[config.mk]
export PLATFORM = sky130hd
export DESIGN_NAME = ssq_engine
export DESIGN_NICKNAME = d
export VERILOG_FILES = /design/src/rtl/ssq_pkg.sv /design/src/rtl/ssq_imem.sv /design/src/rtl/ssq_decode.sv /design/src/rtl/ssq_ctx.sv /design/src/rtl/ssq_pins.sv /design/src/rtl/ssq_engine.sv
export SDC_FILE = /design/constraint.sdc
export NUM_CORES = 1
export LEC_CHECK = 0
export ABC_AREA = 0
export BUFFER_PORTS_ARGS = -buffer_cell sky130_fd_sc_hd__buf_4
export CAP_MARGIN = 15
export CORE_AREA = 2 2 218 220
export CTS_CLUSTER_DIAMETER = 100
export DETAILED_ROUTE_END_ITERATION = 10
export DIE_AREA = 0 0 220 222
export PLACE_DENSITY = 0.73
export SETUP_SLACK_MARGIN = 0.1
export SYNTH_ARGS = -nofsm -noshare
export SYNTH_HDL_FRONTEND = slang
export SYNTH_SLANG_ARGS = --single-unit
[constraint.sdc]
create_clock -name clk -period 3.8 [get_ports clk]
set_clock_uncertainty 0.2 [all_clocks]
set_input_delay 0.57 -clock clk [delete_from_list [all_inputs] [get_ports clk]]
set_output_delay 0.57 -clock clk [all_outputs]
set_load 0.03 [all_outputs]
[src/rtl/ssq_pkg.sv]
// Shared encodings for the serial sequencer engine.
// The control byte layout is fixed: the packed struct order matches
// instruction bits 7 down to 0, so a cast decodes it directly.
package ssq_pkg;

    localparam int unsigned CTL_BITS = 8;

    typedef enum logic [2:0] {
        OP_SET   = 3'd0,
        OP_FLIP  = 3'd1,
        OP_SHIFT = 3'd2,
        OP_RSVD  = 3'd3,
        OP_JZ    = 3'd4,
        OP_JNZ   = 3'd5,
        OP_JMP   = 3'd6,
        OP_HALT  = 3'd7
    } ssq_op_e;

    typedef struct packed {
        ssq_op_e op;        // bits 7:5
        logic    sel_data;  // bit 4
        logic    drive;     // bit 3
        logic    cs_lvl;    // bit 2
        logic    dat_lvl;   // bit 1
        logic    clk_lvl;   // bit 0
    } ssq_ctl_t;

    typedef enum logic [1:0] {
        ST_IDLE  = 2'd0,
        ST_RUN   = 2'd1,
        ST_SHIFT = 2'd2
    } ssq_state_e;

endpackage

[src/rtl/ssq_imem.sv]
// Instruction store: single write port, asynchronous read port.
// Assumes DEPTH is a power of two so that address arithmetic wraps.
module ssq_imem #(
    parameter int unsigned DEPTH   = 32,
    parameter int unsigned INSTR_W = 16,
    localparam int unsigned AW     = $clog2(DEPTH)
) (
    input  logic               clk,
    input  logic               we,
    input  logic [AW-1:0]      waddr,
    input  logic [INSTR_W-1:0] wdata,
    input  logic [AW-1:0]      raddr,
    output logic [INSTR_W-1:0] rdata
);

    logic [INSTR_W-1:0] mem_q [DEPTH];

    // Store a program word when the write strobe is high.
    always_ff @(posedge clk) begin
        if (we) begin
            mem_q[waddr] <= wdata;
        end
    end

    assign rdata = mem_q[raddr];

endmodule

[src/rtl/ssq_decode.sv]
// Instruction decoder: splits a word into control fields, the branch
// target (wrapped to the store size), the shift count (0 read as 1)
// and the branch decision for the present input level.
module ssq_decode
    import ssq_pkg::*;
#(
    parameter int unsigned INSTR_W = 16,
    parameter int unsigned AW      = 5,
    localparam int unsigned CNT_W  = INSTR_W - CTL_BITS
) (
    input  logic [INSTR_W-1:0] instr,
    input  logic               din,
    output ssq_ctl_t           ctl,
    output logic [AW-1:0]      target,
    output logic [CNT_W-1:0]   count,
    output logic               jump
);

    logic [CNT_W-1:0] arg;

    assign ctl    = ssq_ctl_t'(instr[CTL_BITS-1:0]);
    assign arg    = instr[INSTR_W-1:CTL_BITS];
    assign target = arg[AW-1:0];
    assign count  = (arg == '0) ? CNT_W'(1) : arg;

    // Decide whether a branch opcode is taken.
    always_comb begin
        unique case (ctl.op)
            OP_JZ:   jump = ~din;
            OP_JNZ:  jump = din;
            OP_JMP:  jump = 1'b1;
            default: jump = 1'b0;
        endcase
    end

endmodule

[src/rtl/ssq_ctx.sv]
// Shift context: two HALF_W registers, upper = address half, lower =
// data half. Loads both halves at once; shifts the selected half left
// by one with the new bit entering at the LSB.
module ssq_ctx #(
    parameter int unsigned HALF_W = 16,
    localparam int unsigned WORD_W = 2 * HALF_W
) (
    input  logic              clk,
    input  logic              rst_n,
    input  logic              load,
    input  logic [WORD_W-1:0] load_word,
    input  logic              shift,
    input  logic              sel_data,
    input  logic              bit_in,
    output logic [WORD_W-1:0] word,
    output logic              msb,
    output logic              next_msb
);

    logic [1:0] top_bits;
    logic [1:0] second_bits;

    for (genvar g = 0; g < 2; g++) begin : g_half
        localparam bit IS_DATA = (g == 0);
        logic [HALF_W-1:0] r_q;

        // Hold, load or shift one half of the context.
        always_ff @(posedge clk) begin
            if (!rst_n) begin
                r_q <= '0;
            end else if (load) begin
                r_q <= load_word[g*HALF_W +: HALF_W];
            end else if (shift && (sel_data == IS_DATA)) begin
                r_q <= {r_q[HALF_W-2:0], bit_in};
            end
        end

        assign word[g*HALF_W +: HALF_W] = r_q;
        assign top_bits[g]              = r_q[HALF_W-1];
        assign second_bits[g]           = r_q[HALF_W-2];
    end

    assign msb      = sel_data ? top_bits[0]    : top_bits[1];
    assign next_msb = sel_data ? second_bits[0] : second_bits[1];

endmodule

[src/rtl/ssq_pins.sv]
// Pin drive registers for clock, data out, data enable and chip-select.
// A load request wins over an inversion request on the same pin.
// Reset leaves chip-select deasserted high and the data line undriven.
module ssq_pins (
    input  logic       clk,
    input  logic       rst_n,
    input  logic       ld_clk,
    input  logic       clk_val,
    input  logic       ld_dat,
    input  logic       dat_val,
    input  logic       ld_cs,
    input  logic       cs_val,
    input  logic       ld_oe,
    input  logic       oe_val,
    input  logic [2:0] flip,
    output logic       pin_clk,
    output logic       pin_dat,
    output logic       pin_cs,
    output logic       pin_oe
);

    // Update the clock pin level.
    always_ff @(posedge clk) begin
        if (!rst_n)       pin_clk <= 1'b0;
        else if (ld_clk)  pin_clk <= clk_val;
        else if (flip[0]) pin_clk <= ~pin_clk;
    end

    // Update the data output level.
    always_ff @(posedge clk) begin
        if (!rst_n)       pin_dat <= 1'b0;
        else if (ld_dat)  pin_dat <= dat_val;
        else if (flip[1]) pin_dat <= ~pin_dat;
    end

    // Update the chip-select level.
    always_ff @(posedge clk) begin
        if (!rst_n)       pin_cs <= 1'b1;
        else if (ld_cs)   pin_cs <= cs_val;
        else if (flip[2]) pin_cs <= ~pin_cs;
    end

    // Update the data output enable.
    always_ff @(posedge clk) begin
        if (!rst_n)     pin_oe <= 1'b0;
        else if (ld_oe) pin_oe <= oe_val;
    end

endmodule

[src/rtl/ssq_engine.sv]
// Serial sequencer engine top. Fetches from the instruction store at
// the program counter and executes one instruction per cycle; a shift
// spends two cycles per bit (idle half, active half). Ends on a stop
// opcode or on falling off the last address. Assumes the mode inputs
// are stable while busy and that DEPTH is a power of two.
module ssq_engine
    import ssq_pkg::*;
#(
    parameter int unsigned DEPTH   = 32,
    parameter int unsigned INSTR_W = 16,
    parameter int unsigned HALF_W  = 16,
    parameter int unsigned PC_W    = 6,
    localparam int unsigned AW     = $clog2(DEPTH),
    localparam int unsigned CNT_W  = INSTR_W - CTL_BITS,
    localparam int unsigned WORD_W = 2 * HALF_W
) (
    input  logic               clk,
    input  logic               rst_n,
    input  logic               prog_we,
    input  logic [AW-1:0]      prog_addr,
    input  logic [INSTR_W-1:0] prog_data,
    input  logic               start,
    input  logic [PC_W-1:0]    start_pc,
    input  logic [WORD_W-1:0]  start_word,
    input  logic               early_sample,
    input  logic               late_drive,
    input  logic               pin_data_in,
    output logic               pin_clk,
    output logic               pin_data_out,
    output logic               pin_data_oe,
    output logic               pin_cs,
    output logic               busy,
    output logic               done,
    output logic [WORD_W-1:0]  result,
    output logic [PC_W-1:0]    stop_addr
);

    ssq_state_e         state_q, nxt_state;
    logic [AW-1:0]      pc_q, nxt_pc;
    logic               phase_q;
    logic [CNT_W-1:0]   cnt_q;
    logic               idle_q;
    logic               sel_q;
    logic               early_q;
    logic               done_q;
    logic [PC_W-1:0]    stop_q;

    logic [INSTR_W-1:0] instr;
    ssq_ctl_t           ctl;
    logic [AW-1:0]      target;
    logic [CNT_W-1:0]   count;
    logic               jump;

    logic               ctx_load, ctx_shift, ctx_sel, bit_in;
    logic               ctx_msb, ctx_next_msb;
    logic               cnt_load, cnt_dec, step, finish;
    logic               ld_clk, clk_val, ld_dat, dat_val;
    logic               ld_cs, cs_val, ld_oe, oe_val;
    logic [2:0]         flip;

    ssq_imem #(.DEPTH(DEPTH), .INSTR_W(INSTR_W)) u_imem (
        .clk   (clk),
        .we    (prog_we),
        .waddr (prog_addr),
        .wdata (prog_data),
        .raddr (pc_q),
        .rdata (instr)
    );

    ssq_decode #(.INSTR_W(INSTR_W), .AW(AW)) u_decode (
        .instr  (instr),
        .din    (pin_data_in),
        .ctl    (ctl),
        .target (target),
        .count  (count),
        .jump   (jump)
    );

    assign ctx_sel = (state_q == ST_RUN) ? ctl.sel_data : sel_q;
    assign bit_in  = early_sample ? early_q : pin_data_in;

    ssq_ctx #(.HALF_W(HALF_W)) u_ctx (
        .clk       (clk),
        .rst_n     (rst_n),
        .load      (ctx_load),
        .load_word (start_word),
        .shift     (ctx_shift),
        .sel_data  (ctx_sel),
        .bit_in    (bit_in),
        .word      (result),
        .msb       (ctx_msb),
        .next_msb  (ctx_next_msb)
    );

    ssq_pins u_pins (
        .clk     (clk),
        .rst_n   (rst_n),
        .ld_clk  (ld_clk),
        .clk_val (clk_val),
        .ld_dat  (ld_dat),
        .dat_val (dat_val),
        .ld_cs   (ld_cs),
        .cs_val  (cs_val),
        .ld_oe   (ld_oe),
        .oe_val  (oe_val),
        .flip    (flip),
        .pin_clk (pin_clk),
        .pin_dat (pin_data_out),
        .pin_cs  (pin_cs),
        .pin_oe  (pin_data_oe)
    );

    // Sequencer control: choose pin, context and program-counter actions.
    always_comb begin
        nxt_state = state_q;
        nxt_pc    = pc_q;
        ctx_load  = 1'b0;
        ctx_shift = 1'b0;
        cnt_load  = 1'b0;
        cnt_dec   = 1'b0;
        step      = 1'b0;
        finish    = 1'b0;
        ld_clk    = 1'b0;
        clk_val   = 1'b0;
        ld_dat    = 1'b0;
        dat_val   = 1'b0;
        ld_cs     = 1'b0;
        cs_val    = 1'b0;
        ld_oe     = 1'b0;
        oe_val    = 1'b0;
        flip      = 3'b000;

        unique case (state_q)
            ST_IDLE: begin
                if (start) begin
                    ctx_load  = 1'b1;
                    nxt_pc    = AW'(start_pc);
                    nxt_state = ST_RUN;
                end
            end
            ST_RUN: begin
                unique case (ctl.op)
                    OP_SET: begin
                        ld_clk = 1'b1; clk_val = ctl.clk_lvl;
                        ld_dat = 1'b1; dat_val = ctl.dat_lvl;
                        ld_cs  = 1'b1; cs_val  = ctl.cs_lvl;
                        ld_oe  = 1'b1; oe_val  = ctl.drive;
                        step   = 1'b1;
                    end
                    OP_FLIP: begin
                        flip  = {ctl.cs_lvl, ctl.dat_lvl, ctl.clk_lvl};
                        ld_oe = 1'b1; oe_val = ctl.drive;
                        step  = 1'b1;
                    end
                    OP_SHIFT: begin
                        ld_clk    = 1'b1; clk_val = ctl.clk_lvl;
                        ld_cs     = 1'b1; cs_val  = ctl.cs_lvl;
                        ld_oe     = 1'b1; oe_val  = ctl.drive;
                        ld_dat    = ~late_drive;
                        dat_val   = ctx_msb;
                        cnt_load  = 1'b1;
                        nxt_state = ST_SHIFT;
                    end
                    OP_JZ, OP_JNZ, OP_JMP: begin
                        if (jump) nxt_pc = target;
                        else      step   = 1'b1;
                    end
                    OP_HALT: begin
                        finish = 1'b1;
                    end
                    default: begin
                        step = 1'b1;
                    end
                endcase
            end
            ST_SHIFT: begin
                if (!phase_q) begin
                    ld_clk  = 1'b1; clk_val = ~idle_q;
                    ld_dat  = late_drive;
                    dat_val = ctx_msb;
                end else begin
                    ld_clk    = 1'b1; clk_val = idle_q;
                    ctx_shift = 1'b1;
                    ld_dat    = ~late_drive;
                    dat_val   = ctx_next_msb;
                    cnt_dec   = 1'b1;
                    if (cnt_q == CNT_W'(1)) begin
                        step      = 1'b1;
                        nxt_state = ST_RUN;
                    end
                end
            end
            default: begin
                nxt_state = ST_IDLE;
            end
        endcase

        if (step) begin
            if (pc_q == AW'(DEPTH - 1)) finish = 1'b1;
            else                        nxt_pc = pc_q + AW'(1);
        end
        if (finish) begin
            nxt_state = ST_IDLE;
        end
    end

    // Sequencer state, program counter and run-end reporting.
    always_ff @(posedge clk) begin
        if (!rst_n) begin
            state_q <= ST_IDLE;
            pc_q    <= '0;
            done_q  <= 1'b0;
            stop_q  <= '0;
        end else begin
            state_q <= nxt_state;
            pc_q    <= nxt_pc;
            done_q  <= finish;
            if (finish) stop_q <= PC_W'(pc_q);
        end
    end

    // Shift bookkeeping: bit count, half select, idle level and phase.
    always_ff @(posedge clk) begin
        if (!rst_n) begin
            cnt_q   <= '0;
            idle_q  <= 1'b0;
            sel_q   <= 1'b0;
            phase_q <= 1'b0;
            early_q <= 1'b0;
        end else begin
            if (cnt_load) begin
                cnt_q  <= count;
                idle_q <= ctl.clk_lvl;
                sel_q  <= ctl.sel_data;
            end else if (cnt_dec) begin
                cnt_q <= cnt_q - CNT_W'(1);
            end
            phase_q <= (state_q == ST_SHIFT) ? ~phase_q : 1'b0;
            if (state_q == ST_SHIFT && !phase_q) early_q <= pin_data_in;
        end
    end

    assign busy      = (state_q != ST_IDLE);
    assign done      = done_q;
    assign stop_addr = stop_q;

endmodule

==> out/metrics.cfg <==
[critical_path]
critical_path_class=reg -> reg
critPathMaxStageDelay_ns=0.61
cp_top_family=compound AO/OA/AOI/OAI gates
critPathCaptureType=flip-flop
cp.arrival_ns=3.84
worstPathMaxFanout=48
worstPathRequired_ns=4.11
rr_worst_depth=9
critical_path.most_common_cell=a221oi_1
cp_cell_sequence=buf_12, mux4_1, mux2i_1, a221oi_1, buf_4, or3_1, o2bb2ai_4, a221oi_1, a221oi_2
cp-start-kind=flip-flop
cp_num_cells=9
path_buf_inv=2
slowest_stage=mux4_1

[pwr]
power.internal_w=0.0128
power_frac_seq=0.402
p_clk_frac=0.292
power.leakage_nw=8.62
vdd.ir_drop.worst_mv=0.418
swShare=0.304
p_sw_w=0.00560
p_comb_frac=0.306
power_density_nw_per_um2=688

[yosys]
ys_ff_latch=573
ys_warn_count=0
netlist_instances=1180
syn_avg_cell_area_um2=19.5
synth_nets=1254
ys_types=61
ys_seq_area_frac=0.720
synthArstFlopShare=0
synth_edf_count=512
syn_area_um2=23000
synth_ff_type=edfxtp_1

[sta]
timing_hold_violations_final=0
fin_ws_ns=0.267
report.final.slew_viol_count=0
rsz0062_at_grt=false
fmax_mhz=283
maxSlewHeadroom=0.372
setup_viol=0
fin_tns_setup_ns=0
period_needed_ns=3.53
fin_crit_sh=0.930
worst_pin_slew_ns=0.940
hold_ws_ns=0.0414

[drt]
vias_per_cell=5.93
ant_nets=0
wl_per_cell_um=25.9
drc=0
first_pass_iters=4
wirelength_um=52000
first_iter_violations=1176
vias=11900

[hold_path]
worstHoldPathCells=3
min_path_type=in -> reg

[global_route]
grt_max_degree=49
first_global_vias=12100
gr-total-overflow=0
use_met1=0.289
grt_pass1_wl_um=75700
use_met2=0.345
met3_usage=0.0464
grt.busiest_layer=met2
antenna_found_initial=0
grt_use_total=0.213

[layout]
final_nets=1430
n_fill_cell=3408
syn_to_final_growth_pct=16.3
drive_gt1_frac=0.340
seq_area_um2=16600
insertedDiodeCount=0
multi_input_area_um2=6070

[floorplan]
io_pins=110
die_y_um=222
floorplan.die_area_um2=48800
core-area_um2=46300
die_w_um=220
rows=79
initial_core_util=0.498

[cts]
numCtsBuffers=56
post_cts_resized=0
path_clk_slew_ns=0.06
htreeDepth=2
clockBufferDepth=3
cts_num_sinks=573
clk_latency_ns=0.62
clock-root-buffer=clkbuf_16
cts_tree=done

[placement]
hpwl_um=30200
portBuffers=107
place_congestion=0.772
dp_slack_ns=0.179

[job]
drv_cap=0

[run_status]
outcome=complete, no violations

-- metal layers --
metal,up-vias,routed length (µm),share of wire
li1,5172,-,-
met1,6185,20600,0.40
met2,490,25700,0.50
met3,82,4340,0.083
met4,0,1320,0.025
met5,-,0,0
-- cells in the final DEF (no fill, tap or decap), drive strengths merged, types with 38 or more instances in the layout --
cell,instances
clkbuf,60
edfxtp,512
mux2i,63
o21ai,38
dfxtp,61
mux4,148
buf,185
a21oi,45
nand2,44
nor2,60
-- timing repair --
action                                  in CTS  in global routing
buffers inserted                             0                  3
endpoints found under the setup margin       0                 14
hold endpoints to repair                     1                  0
hold buffers                                 1                  0
-- power groups by stage --
stage | clock, W | sequential, W | combinational, W
CTS | 0.00549 | 0.00749 | 0.00547
detailed placement | 0 | 0.00763 | 0.00545
global placement | 0 | 0.00761 | 0.00535
finish | 0.00538 | 0.00741 | 0.00564
floorplan | 0 | 0.00748 | 0.00387
global route | 0.00572 | 0.00744 | 0.00599
-- final timing paths --
path,startpoint,end,slack (ns)
worst max register to register,pc_q[1],pc_q[1],0.27
worst max-delay path,pc_q[1],pc_q[1],0.27
worst min-delay path,start_word[21],u_ctx.g_half[1].r_q[5],0.04
worst min register to register,stop_addr[3],stop_addr[3],0.26
-- final cells by class --
| class | instances | area share |
|---|---|---|
| clock buffers | 60 | 0.0529 |
| clock inverters | 45 | 0.0144 |
| inverters | 10 | 0.00140 |
| flip-flops and latches | 573 | 0.620 |
| repair buffers | 186 | 0.0564 |
| multi-input cells | 529 | 0.227 |
| well taps | 607 | 0.0283 |
-- worst min-delay path, stage by stage --
cell and delay, ns:
buf_4 0.08, o21ai_0 0.07, a21oi_1 0.10
-- registers in the layout (all words and copies together) (netlist names) --
| name | flops |
|---|---|
| cnt_q | 8 |
| done | 1 |
| early_q | 1 |
| idle_q | 1 |
| pc_q | 5 |
| phase_q | 1 |
| sel_q | 1 |
| state_q | 2 |
| stop_addr | 5 |
| u_ctx.g_half.r_q | 32 |
| u_imem.mem_q | 512 |
| u_pins.pin_clk | 1 |
| u_pins.pin_cs | 1 |
| u_pins.pin_dat | 1 |
| u_pins.pin_oe | 1 |
-- cells in the mapped netlist, drive strengths merged, types with 8 or more instances --
cell | count | area [µm²]
inv | 10 | 37.5
o21ai | 38 | 190
nand2 | 44 | 173
dfxtp | 61 | 1220
nor2 | 60 | 228
clkbuf | 25 | 95.1
edfxtp | 512 | 15400
ha | 8 | 100
buf | 43 | 312
mux2i | 63 | 643
mux2 | 14 | 158
a21oi | 45 | 233
a221oi | 13 | 151
mux4 | 148 | 3370
nand3 | 13 | 65.1
-- through the flow --
stage	util	instance area (µm²)	power, W	instances
after floorplan	-	23000	0.0113	1180
after global placement	0.539	24900	0.0130	1901
after detailed placement	0.539	24900	0.0131	1901
after CTS	0.578	26700	0.0185	2007
after global routing	0.579	26800	0.0192	2010
final	0.579	26800	0.0184	2010
-- cell families after synthesis --
| logic type | share of synthesized area |
|---|---|
| other cells | 0.000163 |
| simple gates | 0.0338 |
| flops | 0.720 |
| fa+ha+maj | 0.00435 |
| buf+inv | 0.0193 |
| xor+xnor | 0.00494 |
| compound gates | 0.0357 |
| mux | 0.181 |
Power figures use the tool's default switching activity.
